File: src/rtl/tap_pkg.sv
package tap_pkg;

    localparam int IR_W = 4;
    localparam int ID_W = 32;

    typedef enum logic [3:0] {
        ST_RESET,
        ST_IDLE,
        ST_SEL_DR,
        ST_CAP_DR,
        ST_SH_DR,
        ST_EX1_DR,
        ST_PAUSE_DR,
        ST_EX2_DR,
        ST_UPD_DR,
        ST_SEL_IR,
        ST_CAP_IR,
        ST_SH_IR,
        ST_EX1_IR,
        ST_PAUSE_IR,
        ST_EX2_IR,
        ST_UPD_IR
    } tap_state_e;

    localparam logic [IR_W-1:0] OP_EXTEST = 4'b0000;
    localparam logic [IR_W-1:0] OP_SAMPLE = 4'b0001;
    localparam logic [IR_W-1:0] OP_IDCODE = 4'b0010;
    localparam logic [IR_W-1:0] OP_CLAMP  = 4'b0011;
    localparam logic [IR_W-1:0] OP_HIGHZ  = 4'b0100;
    localparam logic [IR_W-1:0] OP_INTEST = 4'b0101;
    localparam logic [IR_W-1:0] OP_BYPASS = 4'b1111;

    typedef enum logic [1:0] {
        PATH_BYP,
        PATH_ID,
        PATH_BND
    } dr_path_e;

    typedef struct packed {
        dr_path_e path;
        logic     bnd_drive;
        logic     hiz;
    } op_ctrl_t;

    function automatic tap_state_e tap_next(tap_state_e s, logic tms);
        case (s)
            ST_RESET:    return tms ? ST_RESET   : ST_IDLE;
            ST_IDLE:     return tms ? ST_SEL_DR  : ST_IDLE;
            ST_SEL_DR:   return tms ? ST_SEL_IR  : ST_CAP_DR;
            ST_CAP_DR:   return tms ? ST_EX1_DR  : ST_SH_DR;
            ST_SH_DR:    return tms ? ST_EX1_DR  : ST_SH_DR;
            ST_EX1_DR:   return tms ? ST_UPD_DR  : ST_PAUSE_DR;
            ST_PAUSE_DR: return tms ? ST_EX2_DR  : ST_PAUSE_DR;
            ST_EX2_DR:   return tms ? ST_UPD_DR  : ST_SH_DR;
            ST_UPD_DR:   return tms ? ST_SEL_DR  : ST_IDLE;
            ST_SEL_IR:   return tms ? ST_RESET   : ST_CAP_IR;
            ST_CAP_IR:   return tms ? ST_EX1_IR  : ST_SH_IR;
            ST_SH_IR:    return tms ? ST_EX1_IR  : ST_SH_IR;
            ST_EX1_IR:   return tms ? ST_UPD_IR  : ST_PAUSE_IR;
            ST_PAUSE_IR: return tms ? ST_EX2_IR  : ST_PAUSE_IR;
            ST_EX2_IR:   return tms ? ST_UPD_IR  : ST_SH_IR;
            default:     return tms ? ST_SEL_DR  : ST_IDLE;
        endcase
    endfunction

    function automatic op_ctrl_t op_decode(logic [IR_W-1:0] op);
        op_ctrl_t c;
        c = '{path: PATH_BYP, bnd_drive: 1'b0, hiz: 1'b0};
        case (op)
            OP_EXTEST: c = '{path: PATH_BND, bnd_drive: 1'b1, hiz: 1'b0};
            OP_SAMPLE: c = '{path: PATH_BND, bnd_drive: 1'b0, hiz: 1'b0};
            OP_IDCODE: c = '{path: PATH_ID,  bnd_drive: 1'b0, hiz: 1'b0};
            OP_CLAMP:  c = '{path: PATH_BYP, bnd_drive: 1'b1, hiz: 1'b0};
            OP_HIGHZ:  c = '{path: PATH_BYP, bnd_drive: 1'b0, hiz: 1'b1};
            OP_INTEST: c = '{path: PATH_BND, bnd_drive: 1'b1, hiz: 1'b0};
            default:   c = '{path: PATH_BYP, bnd_drive: 1'b0, hiz: 1'b0};
        endcase
        return c;
    endfunction

endpackage

File: src/rtl/tap_fsm.sv
module tap_fsm
    import tap_pkg::*;
(
    input  logic       clk,
    input  logic       rst,
    input  logic       tms,
    output tap_state_e state
);

    always_ff @(posedge clk or posedge rst) begin
        if (rst) state <= ST_RESET;
        else     state <= tap_next(state, tms);
    end

    // run of consecutive high steering samples, saturating at five
    logic [2:0] ones_q;
    always_ff @(posedge clk or posedge rst) begin
        if (rst)                ones_q <= 3'd0;
        else if (!tms)          ones_q <= 3'd0;
        else if (ones_q != 3'd5) ones_q <= ones_q + 3'd1;
    end


    five_ones_reset_chk: assert property (@(posedge clk) disable iff (rst)
        (ones_q == 3'd5) |-> (state == ST_RESET));

endmodule

File: src/rtl/tap_ir.sv
module tap_ir
    import tap_pkg::*;
(
    input  logic            clk,
    input  logic            rst,
    input  logic            din,
    input  tap_state_e      state,
    output logic [IR_W-1:0] op,
    output logic            ir_lsb
);

    localparam logic [IR_W-1:0] CAP_PAT = {{(IR_W-2){1'b0}}, 2'b01};

    logic [IR_W-1:0] sh_q;

    always_ff @(posedge clk or posedge rst) begin
        if (rst) begin
            sh_q <= '0;
            op   <= OP_IDCODE;
        end else begin
            case (state)
                ST_CAP_IR: sh_q <= CAP_PAT;
                ST_SH_IR:  sh_q <= {din, sh_q[IR_W-1:1]};
                default:   ;
            endcase
            if (state == ST_RESET)       op <= OP_IDCODE;
            else if (state == ST_UPD_IR) op <= sh_q;
        end
    end

    assign ir_lsb = sh_q[0];


    ir_capture_pattern_chk: assert property (@(posedge clk) disable iff (rst)
        (state == ST_CAP_IR) |=> (sh_q[1:0] == 2'b01));


    ir_reset_load_chk: assert property (@(posedge clk) disable iff (rst)
        (state == ST_RESET) |=> (op == OP_IDCODE));

endmodule

File: src/rtl/tap_dr.sv
module tap_dr
    import tap_pkg::*;
#(
    parameter logic [ID_W-1:0] ID_VALUE = 32'h0000_0001
)(
    input  logic       clk,
    input  logic       rst,
    input  logic       din,
    input  tap_state_e state,
    input  dr_path_e   path,
    input  logic       bnd_so,
    output logic       dr_lsb
);

    logic            byp_q;
    logic [ID_W-1:0] id_q;
    logic            cap, sh;

    assign cap = (state == ST_CAP_DR);
    assign sh  = (state == ST_SH_DR);

    always_ff @(posedge clk or posedge rst) begin
        if (rst) begin
            byp_q <= 1'b0;
            id_q  <= ID_VALUE;
        end else begin
            if (path == PATH_BYP) begin
                if (cap)     byp_q <= 1'b0;
                else if (sh) byp_q <= din;
            end
            if (path == PATH_ID) begin
                if (cap)     id_q <= ID_VALUE;
                else if (sh) id_q <= {din, id_q[ID_W-1:1]};
            end
        end
    end

    always_comb begin
        case (path)
            PATH_ID:  dr_lsb = id_q[0];
            PATH_BND: dr_lsb = bnd_so;
            default:  dr_lsb = byp_q;
        endcase
    end


    bypass_capture_zero_chk: assert property (@(posedge clk) disable iff (rst)
        (cap && path == PATH_BYP) |=> (byp_q == 1'b0));


    id_marker_bit_chk: assert property (@(posedge clk) disable iff (rst)
        (cap && path == PATH_ID) |=> (id_q[0] == 1'b1));

endmodule

File: src/rtl/tap_top.sv
module tap_top
    import tap_pkg::*;
#(
    parameter logic [3:0]  ID_VERSION = 4'h3,
    parameter logic [15:0] ID_PART    = 16'hA5C1,
    parameter logic [10:0] ID_MFR     = 11'h2B7
)(
    input  logic test_clk,
    input  logic tap_rst,
    input  logic mode_sel,
    input  logic scan_in,
    output logic scan_out,
    output logic scan_out_en,
    input  logic bnd_so,
    output logic bnd_capture,
    output logic bnd_shift,
    output logic bnd_update,
    output logic bnd_mode,
    output logic pin_hiz
);

    localparam logic [ID_W-1:0] ID_VALUE = {ID_VERSION, ID_PART, ID_MFR, 1'b1};

    tap_state_e      state;
    logic [IR_W-1:0] op;
    logic            ir_lsb;
    logic            dr_lsb;
    op_ctrl_t        ctl;
    logic            bnd_sel;

    tap_fsm u_fsm (
        .clk   (test_clk),
        .rst   (tap_rst),
        .tms   (mode_sel),
        .state (state)
    );

    tap_ir u_ir (
        .clk    (test_clk),
        .rst    (tap_rst),
        .din    (scan_in),
        .state  (state),
        .op     (op),
        .ir_lsb (ir_lsb)
    );

    assign ctl     = op_decode(op);
    assign bnd_sel = (ctl.path == PATH_BND);

    tap_dr #(.ID_VALUE(ID_VALUE)) u_dr (
        .clk    (test_clk),
        .rst    (tap_rst),
        .din    (scan_in),
        .state  (state),
        .path   (ctl.path),
        .bnd_so (bnd_so),
        .dr_lsb (dr_lsb)
    );

    assign bnd_capture = bnd_sel && (state == ST_CAP_DR);
    assign bnd_shift   = bnd_sel && (state == ST_SH_DR);
    assign bnd_update  = bnd_sel && (state == ST_UPD_DR);
    assign bnd_mode    = ctl.bnd_drive;
    assign pin_hiz     = ctl.hiz;

    // serial output launched on the falling edge
    always_ff @(negedge test_clk or posedge tap_rst) begin
        if (tap_rst) begin
            scan_out    <= 1'b0;
            scan_out_en <= 1'b0;
        end else begin
            scan_out_en <= (state == ST_SH_IR) || (state == ST_SH_DR);
            if (state == ST_SH_IR)      scan_out <= ir_lsb;
            else if (state == ST_SH_DR) scan_out <= dr_lsb;
        end
    end


    out_enable_shift_only_chk: assert property (@(posedge test_clk) disable iff (tap_rst)
        scan_out_en |-> (state == ST_SH_IR || state == ST_SH_DR));

endmodule

File: config.mk
export PLATFORM = sky130hd
export DESIGN_NAME = tap_top
export DESIGN_NICKNAME = d
export VERILOG_FILES = /design/src/rtl/tap_pkg.sv /design/src/rtl/tap_fsm.sv /design/src/rtl/tap_ir.sv /design/src/rtl/tap_dr.sv /design/src/rtl/tap_top.sv
export SDC_FILE = /design/constraint.sdc
export NUM_CORES = 1
export LEC_CHECK = 0
export BUFFER_PORTS_ARGS = -buffer_cell sky130_fd_sc_hd__buf_2
export CORE_MARGIN = 2
export CORE_UTILIZATION = 61
export DETAILED_ROUTE_END_ITERATION = 8
export PLACE_DENSITY = 0.83
export SKIP_LAST_GASP = 1
export SLEW_MARGIN = 10
export SYNTH_ARGS = -nofsm -noshare
export SYNTH_HDL_FRONTEND = slang
export SYNTH_HIERARCHICAL = 1
export SYNTH_SLANG_ARGS = --single-unit
File: constraint.sdc
create_clock -name test_clk -period 4.03 [get_ports test_clk]
set_clock_uncertainty 0.15 [all_clocks]
set_input_delay 0.403 -clock test_clk [delete_from_list [all_inputs] [get_ports test_clk]]
set_output_delay 0.403 -clock test_clk [all_outputs]
set_load 0.1 [all_outputs]
==> results.yml <==
logic_synthesis:
  synth_edf_count: 0
  syn_nets: 244
  synth_top_area_share_pct: 26.68
  yosysTopAreaCell: "dfrtp_1"
  async_flop_share_pct: 100.0
  ys_ff_latch: 47
  yosysSeqAreaShare_pct: 47.33
  netlist_area_um2: 2532
  yosys_warnings: 6
  synth.avg_cell_area_um2: 10.73
  synthFlopType: "dfrtp_1"
  synthDistinctLibCells: 47
  synthCells: 236
  synthTopCellsByArea: "dfrtp_1, dfstp_2, mux2_4, mux2i_1, nor2_1"
sta:
  setup_violations: 0
  hold_viol_final: 0
  slew_headroom_pct: 34.49
  slew_viol_final: 0
  worst_pin_slew_ns: 0.9816
  holdWs_ns: 0.2204
  final.setup.tns_ns: 0
layout:
  antennaDiodeCount: 0
  final_common_cell: "nor2_1"
  final_util_pct: 68.75
  layout_common_cells: "nor2_1, inv_1, dfrtp_1"
  layout.nets: 260
  fill_cells: 313
  drive_gt1_share_pct: 32.81
  area_growth_syn_to_layout_pct: 8.597
  finalInstanceArea_um2: 2750
global_routing:
  grt.total_usage_pct: 19.71
  overflow: 0
  grt_max_degree: 35
  antenna_found_initial: 0
  grt_pass1_wl_mm: 6.824
  grt_pass1_vias: 1536
route:
  via_count: 1649
  first_iter_violations: 98
  drc_errors: 0
  drtAntennaViolNets: 0
  wl_mm: 4.146
  dr.pass1.iters: 5
  routedWlPerCell_um: 13.68
  viasPerCell: 5.442
placement:
  routabilityCongestion: 0.7656
  portBuffers: 11
  dpl_cell_area_um2: 2582
  dp_hpwl_mm: 2.654
min_path:
  hold_depth: 3
  hold_path.class: "in2reg"
floorplanning:
  die-width_um: 68.43
  boundaryPins: 12
  dieArea_um2: 4683
  start_util_pct: 63.31
  rows: 23
  coreArea_um2: 4000
  die_y_um: 68.43
pwr:
  vdd_drop_max_mv: 0.4873
  leakage_nw: 1.238
  pwr_density_cell_nw_per_um2: 773.5
critical_path:
  max_stage_delay_ns: 0.41
  cp-start-kind: "flip-flop"
  slowest_stage: "dfrtp_2"
  critPathCaptureType: "flip-flop"
  path_class: "reg2reg"
  worstPathArrival_ns: 1.92
  path_cells: "buf_4, buf_4, nor4b_4, inv_2, ha_1, a22oi_2, a21oi_2, inv_1, o221ai_2"
  required_ns: 2.00
  cp_common_cell: "buf_4"
  rr_worst_depth: 9
  crit_fanout: 2
run_status:
  status: "complete, no violations"
clock_tree:
  clockBufferDepth: 2
  insertion_delay_ns: 0.30
  htree_levels: 2
  cts_tree: "built"
  clkSinkCount: 47
  cts_made_buffers: 5
  cts_root_buf: "clkbuf_8"
  clk_pin_slew_ns: 0.08
run:
  cap_violations: 0
[per-layer routing]
metal | vias up | GRT usage (%) | wire [um]
met1 | 813 | 24.73 | 1927
met4 | 0 | 7.000 | 60
met2 | 16 | 32.69 | 2055
met5 | - | 0 | 0
met3 | 6 | 5.099 | 102
li1 | 814 | - | -
[kinds of logic (layout without fill, tap and decap cells)]
| logic type | after synthesis | count (layout) | share of synthesized area (%) |
|---|---|---|---|
| flip-flops | 47 | 47 | 47.33 |
| XOR/XNOR | 1 | 1 | 0.3459 |
| adder cells (fa/ha/maj) | 3 | 3 | 1.482 |
| multiplexers | 33 | 33 | 15.76 |
| AO/OA/AOI/OAI | 30 | 30 | 8.202 |
| AND/OR/NAND/NOR | 78 | 78 | 17.19 |
| buffers and inverters | 44 | 61 | 9.684 |
[synth_stat cells, types with 5 or more instances]
library cell,n
mux2_4,13
a21oi_1,8
dfrtp_1,27
buf_6,5
buf_2,8
mux2i_1,17
nor2_1,32
nor2b_1,12
nand2_1,10
dfstp_2,18
inv_1,29
[worst max-delay path: cells and delay by family, from the launching register on]
kind / cells / cell delay, ns
AOI/OAI and AO/OA: 3 / 0.32
adders and majority gates: 1 / 0.22
buffers and inverters: 4 / 0.43
DFF: 1 / 0.41
and+or+nand+nor: 1 / 0.25
[repair_timing]
item                                    4_1_cts  5_1_grt
gates resized for setup                       1       10
hold buffers                                  1        0
endpoints found under the setup margin        1        1
pin swaps                                     0        4
endpoints found under the hold margin        11        0
setup buffers                                 0        3
[per-stage QoR]
stage                     instances  worst slack, ns  power [mW]
after global routing            303         -0.02132       2.275
after CTS                       300          0.04132       2.108
after detailed placement        291         0.002148       1.810
after global placement          291          0.07071       1.779
after floorplan                 236          -0.2431       1.716
final                           303          0.08448       2.127
[registers in the layout, summed over array words and instances, names as in the netlist]
register	count
u_dr/byp_q	1
u_dr/id_q	32
u_ir/op	4
scan_out_en	1
u_ir/sh_q	4
scan_out	1
u_fsm/state	4
[worst paths after layout]
path	start	endpoint	slack, ns
setup reg to reg	u_ir/op[2]	scan_out	0.08
setup / recovery	u_ir/op[2]	scan_out	0.08
hold reg to reg	u_dr/id_q[19]	u_dr/id_q[19]	0.32
max in group asynchronous	tap_rst	scan_out	1.29
min in group asynchronous	tap_rst	u_fsm/state[2]	0.42
hold / removal	scan_in	u_ir/sh_q[3]	0.22
[final cells by class]
cell class / count / area, um^2 / share of cell area (%)
clock buffers: 5 / 68.82 / 2.502
clock inverters: 3 / 25.02 / 0.9099
inverters: 29 / 108.9 / 3.958
multi-input cells: 145 / 1129 / 41.04
flip-flops and latches: 47 / 1201 / 43.68
well taps: 50 / 62.56 / 2.275
repair buffers: 24 / 155.1 / 5.641
[where the power goes]
| group | switching [mW] | total, mW | internal, mW |
|---|---|---|---|
| registers | 0.105 | 0.805 | 0.700 |
| logic | 0.563 | 1.03 | 0.471 |
| clock network | 0.164 | 0.288 | 0.124 |
Note: power is estimated with default switching activity, not from simulation.
